File: config.mk
export PLATFORM = sky130hd
export DESIGN_NAME = csense_seq
export DESIGN_NICKNAME = d
export VERILOG_FILES = /design/src/rtl/csense_seq_pkg.sv /design/src/rtl/csense_cmd_decode.sv /design/src/rtl/csense_hold_timer.sv /design/src/rtl/csense_seq.sv
export SDC_FILE = /design/constraint.sdc
export NUM_CORES = 1
export LEC_CHECK = 0
export BUFFER_PORTS_ARGS = -buffer_cell sky130_fd_sc_hd__buf_2
export CORE_UTILIZATION = 35
export DETAILED_ROUTE_END_ITERATION = 10
export GPL_ROUTABILITY_DRIVEN = 0
export PLACE_DENSITY = 0.8
export SLEW_MARGIN = 20
export SYNTH_ARGS = -nofsm -noshare
export SYNTH_HDL_FRONTEND = slang
export SYNTH_SLANG_ARGS = --single-unit
File: constraint.sdc
create_clock -name clk -period 7.45 [get_ports clk]
set_input_delay 1.49 -clock clk [delete_from_list [all_inputs] [get_ports clk]]
set_output_delay 1.49 -clock clk [all_outputs]
set_load 0.01 [all_outputs]
File: src/rtl/csense_seq_pkg.sv
// Shared types for the acquisition sequencer.
// Assumes a command word is the packed cmd_t below, last field in the LSBs.
package csense_seq_pkg;
    localparam int N_TMR = 4;
    localparam int PIN_W = 2;
    localparam int N_TX  = 3;

    localparam logic [3:0] SEL_SAMP  = 4'd3;
    localparam logic [3:0] SEL_CONV  = 4'd4;
    localparam logic [3:0] SEL_LT_LO = 4'd5;
    localparam logic [3:0] SEL_LT_HI = 4'd8;

    typedef enum logic [1:0] {
        HOLD_NONE  = 2'd0,
        HOLD_TIMER = 2'd1,
        HOLD_CONV  = 2'd2
    } hold_kind_e;

    typedef struct packed {
        logic [N_TX-1:0][PIN_W-1:0] tx;
        logic [PIN_W-1:0]           sense;
        logic                       last;
        logic                       math_alt;
        logic                       call_math;
        logic                       conv_go;
        logic                       share;
        logic                       fill;
        logic                       drain;
        logic [3:0]                 hold;
    } cmd_t;

    localparam int CMD_W = $bits(cmd_t);
endpackage

File: src/rtl/csense_cmd_decode.sv
// Command decoder: splits the word into fields and turns the hold select
// into a hold kind plus the value to load into the hold counter.
// Assumes SAMP_W <= TMR_W.
module csense_cmd_decode
    import csense_seq_pkg::*;
#(
    parameter int TMR_W  = 8,
    parameter int SAMP_W = 5
) (
    input  logic [CMD_W-1:0]       word_i,
    input  logic [N_TMR*TMR_W-1:0] list_tmr_i,
    input  logic [SAMP_W-1:0]      samp_time_i,
    output cmd_t                   cmd_o,
    output hold_kind_e             kind_o,
    output logic [TMR_W-1:0]       load_o
);
    logic [TMR_W-1:0] tmr [N_TMR];
    logic [1:0]       tmr_idx;

    // Unpack the flat list-timer bus, one slice per timer.
    for (genvar g = 0; g < N_TMR; g++) begin : g_tmr
        assign tmr[g] = list_tmr_i[g*TMR_W +: TMR_W];
    end

    assign cmd_o   = cmd_t'(word_i);
    assign tmr_idx = cmd_o.hold[1:0] - 2'd1;

    // Map the hold select onto a hold kind and its counter load value.
    always_comb begin
        kind_o = HOLD_NONE;
        load_o = '0;
        if (cmd_o.hold == SEL_SAMP) begin
            kind_o = HOLD_TIMER;
            load_o = TMR_W'(samp_time_i);
        end else if (cmd_o.hold == SEL_CONV) begin
            kind_o = HOLD_CONV;
        end else if (cmd_o.hold >= SEL_LT_LO && cmd_o.hold <= SEL_LT_HI) begin
            kind_o = HOLD_TIMER;
            load_o = tmr[tmr_idx];
        end
    end
endmodule

File: src/rtl/csense_hold_timer.sv
// Hold unit: loads its counter on the first cycle of a command and counts
// down once per clock. It raises release_o when the active command may end.
// Assumes fresh_i is high exactly in the first cycle of each command.
module csense_hold_timer
    import csense_seq_pkg::*;
#(
    parameter int TMR_W = 8
) (
    input  logic             clk,
    input  logic             rst_n,
    input  logic             active_i,
    input  logic             fresh_i,
    input  hold_kind_e       kind_i,
    input  logic [TMR_W-1:0] load_i,
    input  logic             conv_done_i,
    output logic             release_o
);
    logic [TMR_W-1:0] cnt;

    // Load on command entry, then count down to zero.
    always_ff @(posedge clk) begin
        if (!rst_n) begin
            cnt <= '0;
        end else if (fresh_i) begin
            cnt <= load_i;
        end else if (cnt != '0) begin
            cnt <= cnt - 1'b1;
        end
    end

    // Decide whether the active command is allowed to complete this cycle.
    always_comb begin
        unique case (kind_i)
            HOLD_TIMER: release_o = !fresh_i && (cnt == '0);
            HOLD_CONV:  release_o = !fresh_i && conv_done_i;
            default:    release_o = 1'b1;
        endcase
    end

    p_count_down_r6: assert property (@(posedge clk) disable iff (!rst_n)
        (active_i && !fresh_i && kind_i == HOLD_TIMER && cnt != '0)
        |=> (cnt == $past(cnt) - 1'b1));
endmodule

File: src/rtl/csense_seq.sv
// Acquisition command sequencer top. Starts at address 0 on a trigger,
// holds each command per its hold select, and stops after a last-flagged command.
// Assumes the command store returns the word for cmd_addr_o in the same cycle.
module csense_seq
    import csense_seq_pkg::*;
#(
    parameter int ADDR_W = 4,
    parameter int TMR_W  = 8,
    parameter int SAMP_W = 5
) (
    input  logic                    clk,
    input  logic                    rst_n,
    input  logic                    trig_i,
    output logic [ADDR_W-1:0]       cmd_addr_o,
    input  logic [CMD_W-1:0]        cmd_word_i,
    input  logic [N_TMR*TMR_W-1:0]  list_tmr_i,
    input  logic [SAMP_W-1:0]       samp_time_i,
    input  logic                    conv_done_i,
    output logic                    busy_o,
    output logic                    drain_o,
    output logic                    fill_o,
    output logic                    share_o,
    output logic                    conv_start_o,
    output logic                    math_req_o,
    output logic                    math_sel_o,
    output logic [PIN_W-1:0]        sense_mode_o,
    output logic [N_TX*PIN_W-1:0]   tx_mode_o
);
    cmd_t             cmd;
    hold_kind_e       kind;
    logic [TMR_W-1:0] load_val;
    logic             release_cmd;
    logic             fresh;

    csense_cmd_decode #(.TMR_W(TMR_W), .SAMP_W(SAMP_W)) u_decode (
        .word_i      (cmd_word_i),
        .list_tmr_i  (list_tmr_i),
        .samp_time_i (samp_time_i),
        .cmd_o       (cmd),
        .kind_o      (kind),
        .load_o      (load_val)
    );

    csense_hold_timer #(.TMR_W(TMR_W)) u_hold (
        .clk         (clk),
        .rst_n       (rst_n),
        .active_i    (busy_o),
        .fresh_i     (fresh),
        .kind_i      (kind),
        .load_i      (load_val),
        .conv_done_i (conv_done_i),
        .release_o   (release_cmd)
    );

    // Run control: start on trigger, step on release, stop after the last command.
    always_ff @(posedge clk) begin
        if (!rst_n) begin
            busy_o     <= 1'b0;
            cmd_addr_o <= '0;
            fresh      <= 1'b0;
        end else if (!busy_o) begin
            if (trig_i) begin
                busy_o     <= 1'b1;
                cmd_addr_o <= '0;
                fresh      <= 1'b1;
            end
        end else if (release_cmd) begin
            if (cmd.last) begin
                busy_o <= 1'b0;
                fresh  <= 1'b0;
            end else begin
                cmd_addr_o <= cmd_addr_o + 1'b1;
                fresh      <= 1'b1;
            end
        end else begin
            fresh <= 1'b0;
        end
    end

    // Drive the front-end controls from the active command, inactive when idle.
    always_comb begin
        drain_o      = busy_o && cmd.drain;
        fill_o       = busy_o && cmd.fill;
        share_o      = busy_o && cmd.share;
        conv_start_o = busy_o && fresh && cmd.conv_go;
        math_req_o   = busy_o && fresh && cmd.call_math;
        math_sel_o   = busy_o && fresh && cmd.call_math && cmd.math_alt;
        sense_mode_o = busy_o ? cmd.sense : '0;
        tx_mode_o    = busy_o ? cmd.tx : '0;
    end

    p_start_r1: assert property (@(posedge clk) disable iff (!rst_n)
        (!busy_o && trig_i) |=> (busy_o && cmd_addr_o == '0));

    p_end_r2: assert property (@(posedge clk) disable iff (!rst_n)
        (busy_o && release_cmd && cmd.last) |=> !busy_o);

    p_idle_quiet_r2: assert property (@(posedge clk) disable iff (!rst_n)
        !busy_o |-> !(drain_o || fill_o || share_o || conv_start_o || math_req_o)
                    && sense_mode_o == '0 && tx_mode_o == '0);

    p_ignore_trig_r3: assert property (@(posedge clk) disable iff (!rst_n)
        (busy_o && trig_i && !release_cmd) |=> (busy_o && $stable(cmd_addr_o)));

    p_addr_step_r5: assert property (@(posedge clk) disable iff (!rst_n)
        (busy_o && release_cmd && !cmd.last) |=> (cmd_addr_o == $past(cmd_addr_o) + 1'b1));

    p_conv_hold_r8: assert property (@(posedge clk) disable iff (!rst_n)
        (busy_o && kind == HOLD_CONV && (fresh || !conv_done_i))
        |=> (busy_o && $stable(cmd_addr_o)));

    p_math_pulse_r9: assert property (@(posedge clk) disable iff (!rst_n)
        (math_req_o && !release_cmd) |=> !math_req_o);
endmodule

After elaboration in Yosys (flattened, before gate mapping)
Cells that the tools add are included.
- $add $sub $neg: 3
- reductions and logical operators: 16
- bitwise gates (word level): 1
- eq/ne operators: 6
- magnitude comparators: 3
- muxes and demuxes: 25
- operator list (kind ; number):
    8-bit 2-to-1 mux ; 7
    8-bit binary-select mux with 2-bit select ; 1
    4-bit 2-to-1 mux ; 4
    1-bit logical AND ; 10
    8-bit zero test ; 1
    1-bit 2-to-1 mux ; 8
    8-bit nonzero test ; 1
    8-bit by 1-bit subtractor with 8-bit output, second input constant ; 1
    2-bit 2-to-1 mux ; 3
    6-bit 2-to-1 mux ; 1
    4-bit by 1-bit adder with 4-bit output, second input constant ; 1
    4-bit by 2-bit == test with 1-bit output, second input constant ; 1
    4-bit by 3-bit == test with 1-bit output, second input constant ; 1
    4-bit by 3-bit >= comparator with 1-bit output, second input constant ; 1
    4-bit <= comparator, second input constant ; 1
    2-bit nonzero test ; 2
    3-bit >= comparator, second input constant ; 1
    2-bit NOT with 3-bit output ; 1
    3-bit AND reduction ; 1
    2-bit by 1-bit == test with 1-bit output, second input constant ; 1
    2-bit == test, second input constant ; 1
    2-bit by 1-bit != test with 1-bit output, second input constant ; 1
    2-bit != test, second input constant ; 1
    1-bit one-hot mux with 2 select lines ; 1
    other kinds (2) ; 2
- output and inout bits: 19
- register bits: 14
- input port bits: 60
- word-level logic and storage cells: 58

Depth between registers and ports, before layout
- word-level depth: 9
- gate-level depth with buffers: 11
- mapped depth without buffers: 10

Cells and area by module
Synthesis repeated with hierarchy kept, for this count alone.
- cells, all modules: 158
- area, all modules: 1441.4 sq um
- modules (own cells, without submodules) (module ; area each (sq um) ; cells an instance ; times used):
    csense_hold_timer ; 526.8 ; 61 ; 1
    csense_cmd_decode ; 520.5 ; 51 ; 1
    csense_seq ; 394.1 ; 46 ; 1

Worst setup path before layout
No wires, ideal clock.
- path type: in2reg
- start point: input port cmd_word_i[0]
- end point: register cmd_addr_o[2]
- library setup time: 0.120 ns
- data required time: 7.330 ns
- path buffers: 1
- path slack: 3.098 ns
- stages on the path: 11
- arrival: 4.233 ns
- cells stage by stage: clkbuf_1 > inv_1 > ha_1 > nor2b_1 > o31ai_1 > nor2_1 > ha_1 > nor2b_1 > o21ba_2 > o311a_1 > o31a_1
- cells in the longest elaborated chain, start to end: 9
- ends and longest elaborated chain (what ; line ; source):
    start, declared ; csense_seq.sv:15 ; input logic [CMD_W-1:0] cmd_word_i,
    4-bit by 3-bit >= comparator with 1-bit output / 4-bit <= comparator (equally long branches) ; csense_cmd_decode.sv:37 ; end else if (cmd_o.hold >= SEL_LT_LO && cmd_o.hold <= SEL_LT_HI) begin
    1-bit logical AND ; csense_cmd_decode.sv:37 ;
    1-bit 2-to-1 mux ; csense_cmd_decode.sv:37 ;
    2-bit 2-to-1 mux ; csense_cmd_decode.sv:35 ; end else if (cmd_o.hold == SEL_CONV) begin
    2-bit 2-to-1 mux * ; csense_cmd_decode.sv:32 ; if (cmd_o.hold == SEL_SAMP) begin
    2-bit == test / 2-bit by 1-bit == test with 1-bit output (equally long branches) ; csense_hold_timer.sv:33 ; unique case (kind_i)
    1-bit one-hot mux with 2 select lines * ; csense_hold_timer.sv:33 ;
    2-bit by 1-bit != test with 1-bit output (no line) * ; -- ;
    3-bit AND reduction (no line) * ; -- ;
    end signal, assigned ; csense_seq.sv:72 ; cmd_addr_o <= cmd_addr_o + 1'b1;
    end, declared ; csense_seq.sv:14 ; output logic [ADDR_W-1:0] cmd_addr_o,
Mark *: on every way between the ends. The rest lies on a longest branch, timed or not.
A chain may end at the register's enable or synchronous reset.

Worst setup path after layout
Same ends and word-level chain as after synthesis.

==> flow_summary.yaml <==
sta:
  grt_setup_unrepaired: "no"
  finalCritPeriodShare: 0.543
  period_minus_slack_ns: 4.05
  max_slew.worst_pin.slew_ns: 0.852
  worst_hold_slack_ns: 0.522
  finalClockSkew_ns: 0.00578
  worst_slew_margin_rel: 0.427
  setup_viol: 0
  max_freq_mhz: 247
  finalHoldViolCount: 0
  maxSlewViolCount: 0
  fin_tns_setup_ns: 0
worst_hold_path:
  hold_path_class: "flop to flop"
setup_path:
  r2r_start: "u_hold.cnt[2]"
  crit_end: "cmd_addr_o[2]"
  required_ns: 7.63
  crit_family: "compound AO/OA/AOI/OAI gates"
  r2r_end: "u_hold.cnt[1]"
  crit_type: "input pin to flop"
  arrival_ns: 4.23
  cp_slowest_cell: "o31ai_1"
  path_cells: "buf_2 -> inv_1 -> ha_1 -> nor2b_1 -> o31ai_1 -> nor2_1 -> ha_1 -> nor2b_1 -> o21ba_2 -> o311a_1 -> o31a_1"
  worstSetupPathDepth: 11
  cp-start-kind: "input pin"
  cp-end-kind: "flop"
  r2r_slack_ns: 5.34
  critical_path.max_stage_delay_ns: 0.72
  crit_fanout: 11
  startpoint: "cmd_word_i[0]"
  cp_num_buf_inv: 2
  rr_worst_depth: 4
logic_synthesis:
  netlist-cell-type-count: 46
  ys_seq_area_frac: 0.223
  synth-edff-count: 0
  avgSynthCellArea_um2: 8.90
  netlist_top_cells_area: "dfxtp_1 (22%), mux4_2 (14%), and2_1 (7.0%)"
  yosys.area.top_type: "dfxtp_1"
  synthesis.area_mm2: 0.00125
  synth_top_area_share: 0.223
  yosys-top-cells-count: "and2_1 (14), dfxtp_1 (14), inv_1 (8), mux4_2 (8)"
  synth_cells: 141
  synthArstFlopShare: 0
  synth_seq_cells: 14
  yosysWarnings: 0
  postSynthNetCount: 208
  synth_ff_type: "dfxtp_1"
pwr:
  pwr-share-seq: 0.355
  power_density_mw_per_mm2: 198
  p_leak_nw: 0.809
  finalPower_mw: 0.335
  internal_power_mw: 0.199
  ir_drop_uv: 88.5
  p_switching_mw: 0.136
  p_sw_frac: 0.405
  pwr-share-clk: 0.130
  combPwrFrac: 0.515
clock_tree:
  cts_tree: "yes"
  cts.repair.resized: 0
  clk_pin_slew_ns: 0.09
  clock_sinks: 14
  postCtsSetupBuffers: 0
  cts_root_buf: "clkbuf_4"
  clock_latency_ns: 0.28
  htree_levels: 1
  clk_path_buf_depth: 2
  numCtsBuffers: 3
  cts_hold_buf: 0
global_routing:
  antenna_found_initial: 0
  grtUsageTotal: 0.181
  gr-total-overflow: 0
  grt_pass1_vias: 1217
  grt_max_degree: 27
  grt_pass1_wl_um: 5140
drt:
  routed_via_density: 5.28
  vias: 1373
  dr.pass1.iters: 4
  wl_um: 3150
  routedWlPerCell_um: 12.1
  drtAntennaViolNets: 0
  drc: 0
  drtIter0Drc: 31
floorplanning:
  fp.dieW_um: 61.9
  rows: 21
  die_h_um: 61.9
  io_pins: 79
  core_area_mm2: 0.00339
  start_util: 0.370
  dieArea_mm2: 0.00383
placement:
  hpwl_um: 2540
  io_buffers: 78
outcome:
  outcome: "finished, final reports clean"
flow_run:
  drv_cap: 0
cells_and_area:
  nNetsFinal: 283
  num_antenna_cells: 0
  area_delta_synth_final_pct: 35.0
  final_layout_size_suffix_gt1_frac: 0.439
-- cell usage in the layout, fill, tap and decap left out, types with 2 or more instances in the layout --
master    synthesis  layout
and3_1            3       3
dfxtp_1          14      14
buf_2             1      78
or4_1             3       3
nor2b_1           2       2
nand2_1           6       6
o31a_1            2       2
ha_1              7       7
nor3_1            2       2
mux4_2            8       8
nor2_1            4       4
or3_1             2       2
clkbuf_4          0       3
o21ai_0           5       5
o31ai_1           3       3
a21oi_1           3       3
o211ai_1          2       2
nor4_1            3       3
inv_1             8       8
o311a_1           2       2
and2_1           14      14
a211oi_1          3       3
nor3b_1           2       2
xnor2_1           2       2
nand4_1           2       2
a221oi_1          4       4
nand3_1           7       7
nand2b_1          3       3
-- worst min-delay path by stage --
stage,start,end,slack [ns],cells after the start
finish,cmd_addr_o[3],cmd_addr_o[3],0.52,2
global route,cmd_addr_o[3],cmd_addr_o[3],0.59,2
CTS,cmd_addr_o[3],cmd_addr_o[3],0.52,2
detailed placement,cmd_addr_o[3],cmd_addr_o[3],0.51,2
global placement,cmd_addr_o[3],cmd_addr_o[3],0.50,2
floorplan,cmd_addr_o[3],cmd_addr_o[3],0.53,2
-- per-stage QoR --
stage / cells / instance area [µm²] / util / worst slack, ns
2_1_floorplan: 141 / 1250 / - / 3.10
3_3_place_gp: 257 / 1670 / 0.493 / 3.14
3_5_place_dp: 257 / 1670 / 0.493 / 3.08
4_1_cts: 260 / 1690 / 0.500 / 3.38
5_1_grt: 260 / 1690 / 0.500 / 3.09
6_report: 260 / 1690 / 0.500 / 3.40
-- registers in the layout (all words and copies together), names as in the netlist --
signal      count
busy_o          1
fresh           1
u_hold.cnt      8
cmd_addr_o      4
-- per-layer routing --
layer	part of all wire	global-route usage	vias up
met5	0	0	-
met4	0.016	0.0984	0
li1	-	-	691
met3	0.048	0.0166	5
met2	0.51	0.298	42
met1	0.42	0.233	635
-- cell families (layout without fill, tap and decap cells) --
group | after synthesis | after routing | share of synthesized area
AND/OR/NAND/NOR | 56 | 56 | 0.258
AO/OA/AOI/OAI | 35 | 35 | 0.224
buffers and inverters | 17 | 90 | 0.0518
flip-flops | 14 | 14 | 0.223
multiplexers | 9 | 9 | 0.152
adder cells (fa/ha/maj) | 7 | 7 | 0.0698
XOR/XNOR | 3 | 3 | 0.0209
-- worst register-to-register path: cells and delay by family (launching register included) --
kind | cells | cell delay (ns)
AOI/OAI and AO/OA | 1 | 0.28
muxes | 1 | 0.18
and+or+nand+nor | 2 | 1.19
DFF | 1 | 0.34
-- power by group through the flow --
stage	Clock, mW	Combinational [mW]	Sequential, mW
detailed placement	0	0.170	0.121
finish	0.0435	0.172	0.119
CTS	0.0444	0.174	0.119
floorplan	0	0.134	0.113
global route	0.0478	0.194	0.122
global placement	0	0.166	0.120
-- area by class of cell --
| type | count | area, µm² |
|---|---|---|
| clock buffers | 3 | 22.5 |
| fillers | 347 | 1700 |
| inverters | 9 | 33.8 |
| multi-input cells | 110 | 910 |
| flip-flops and latches | 14 | 280 |
| well taps | 46 | 57.6 |
| repair buffers | 78 | 390 |
Note: power is estimated with default switching activity, not from simulation.
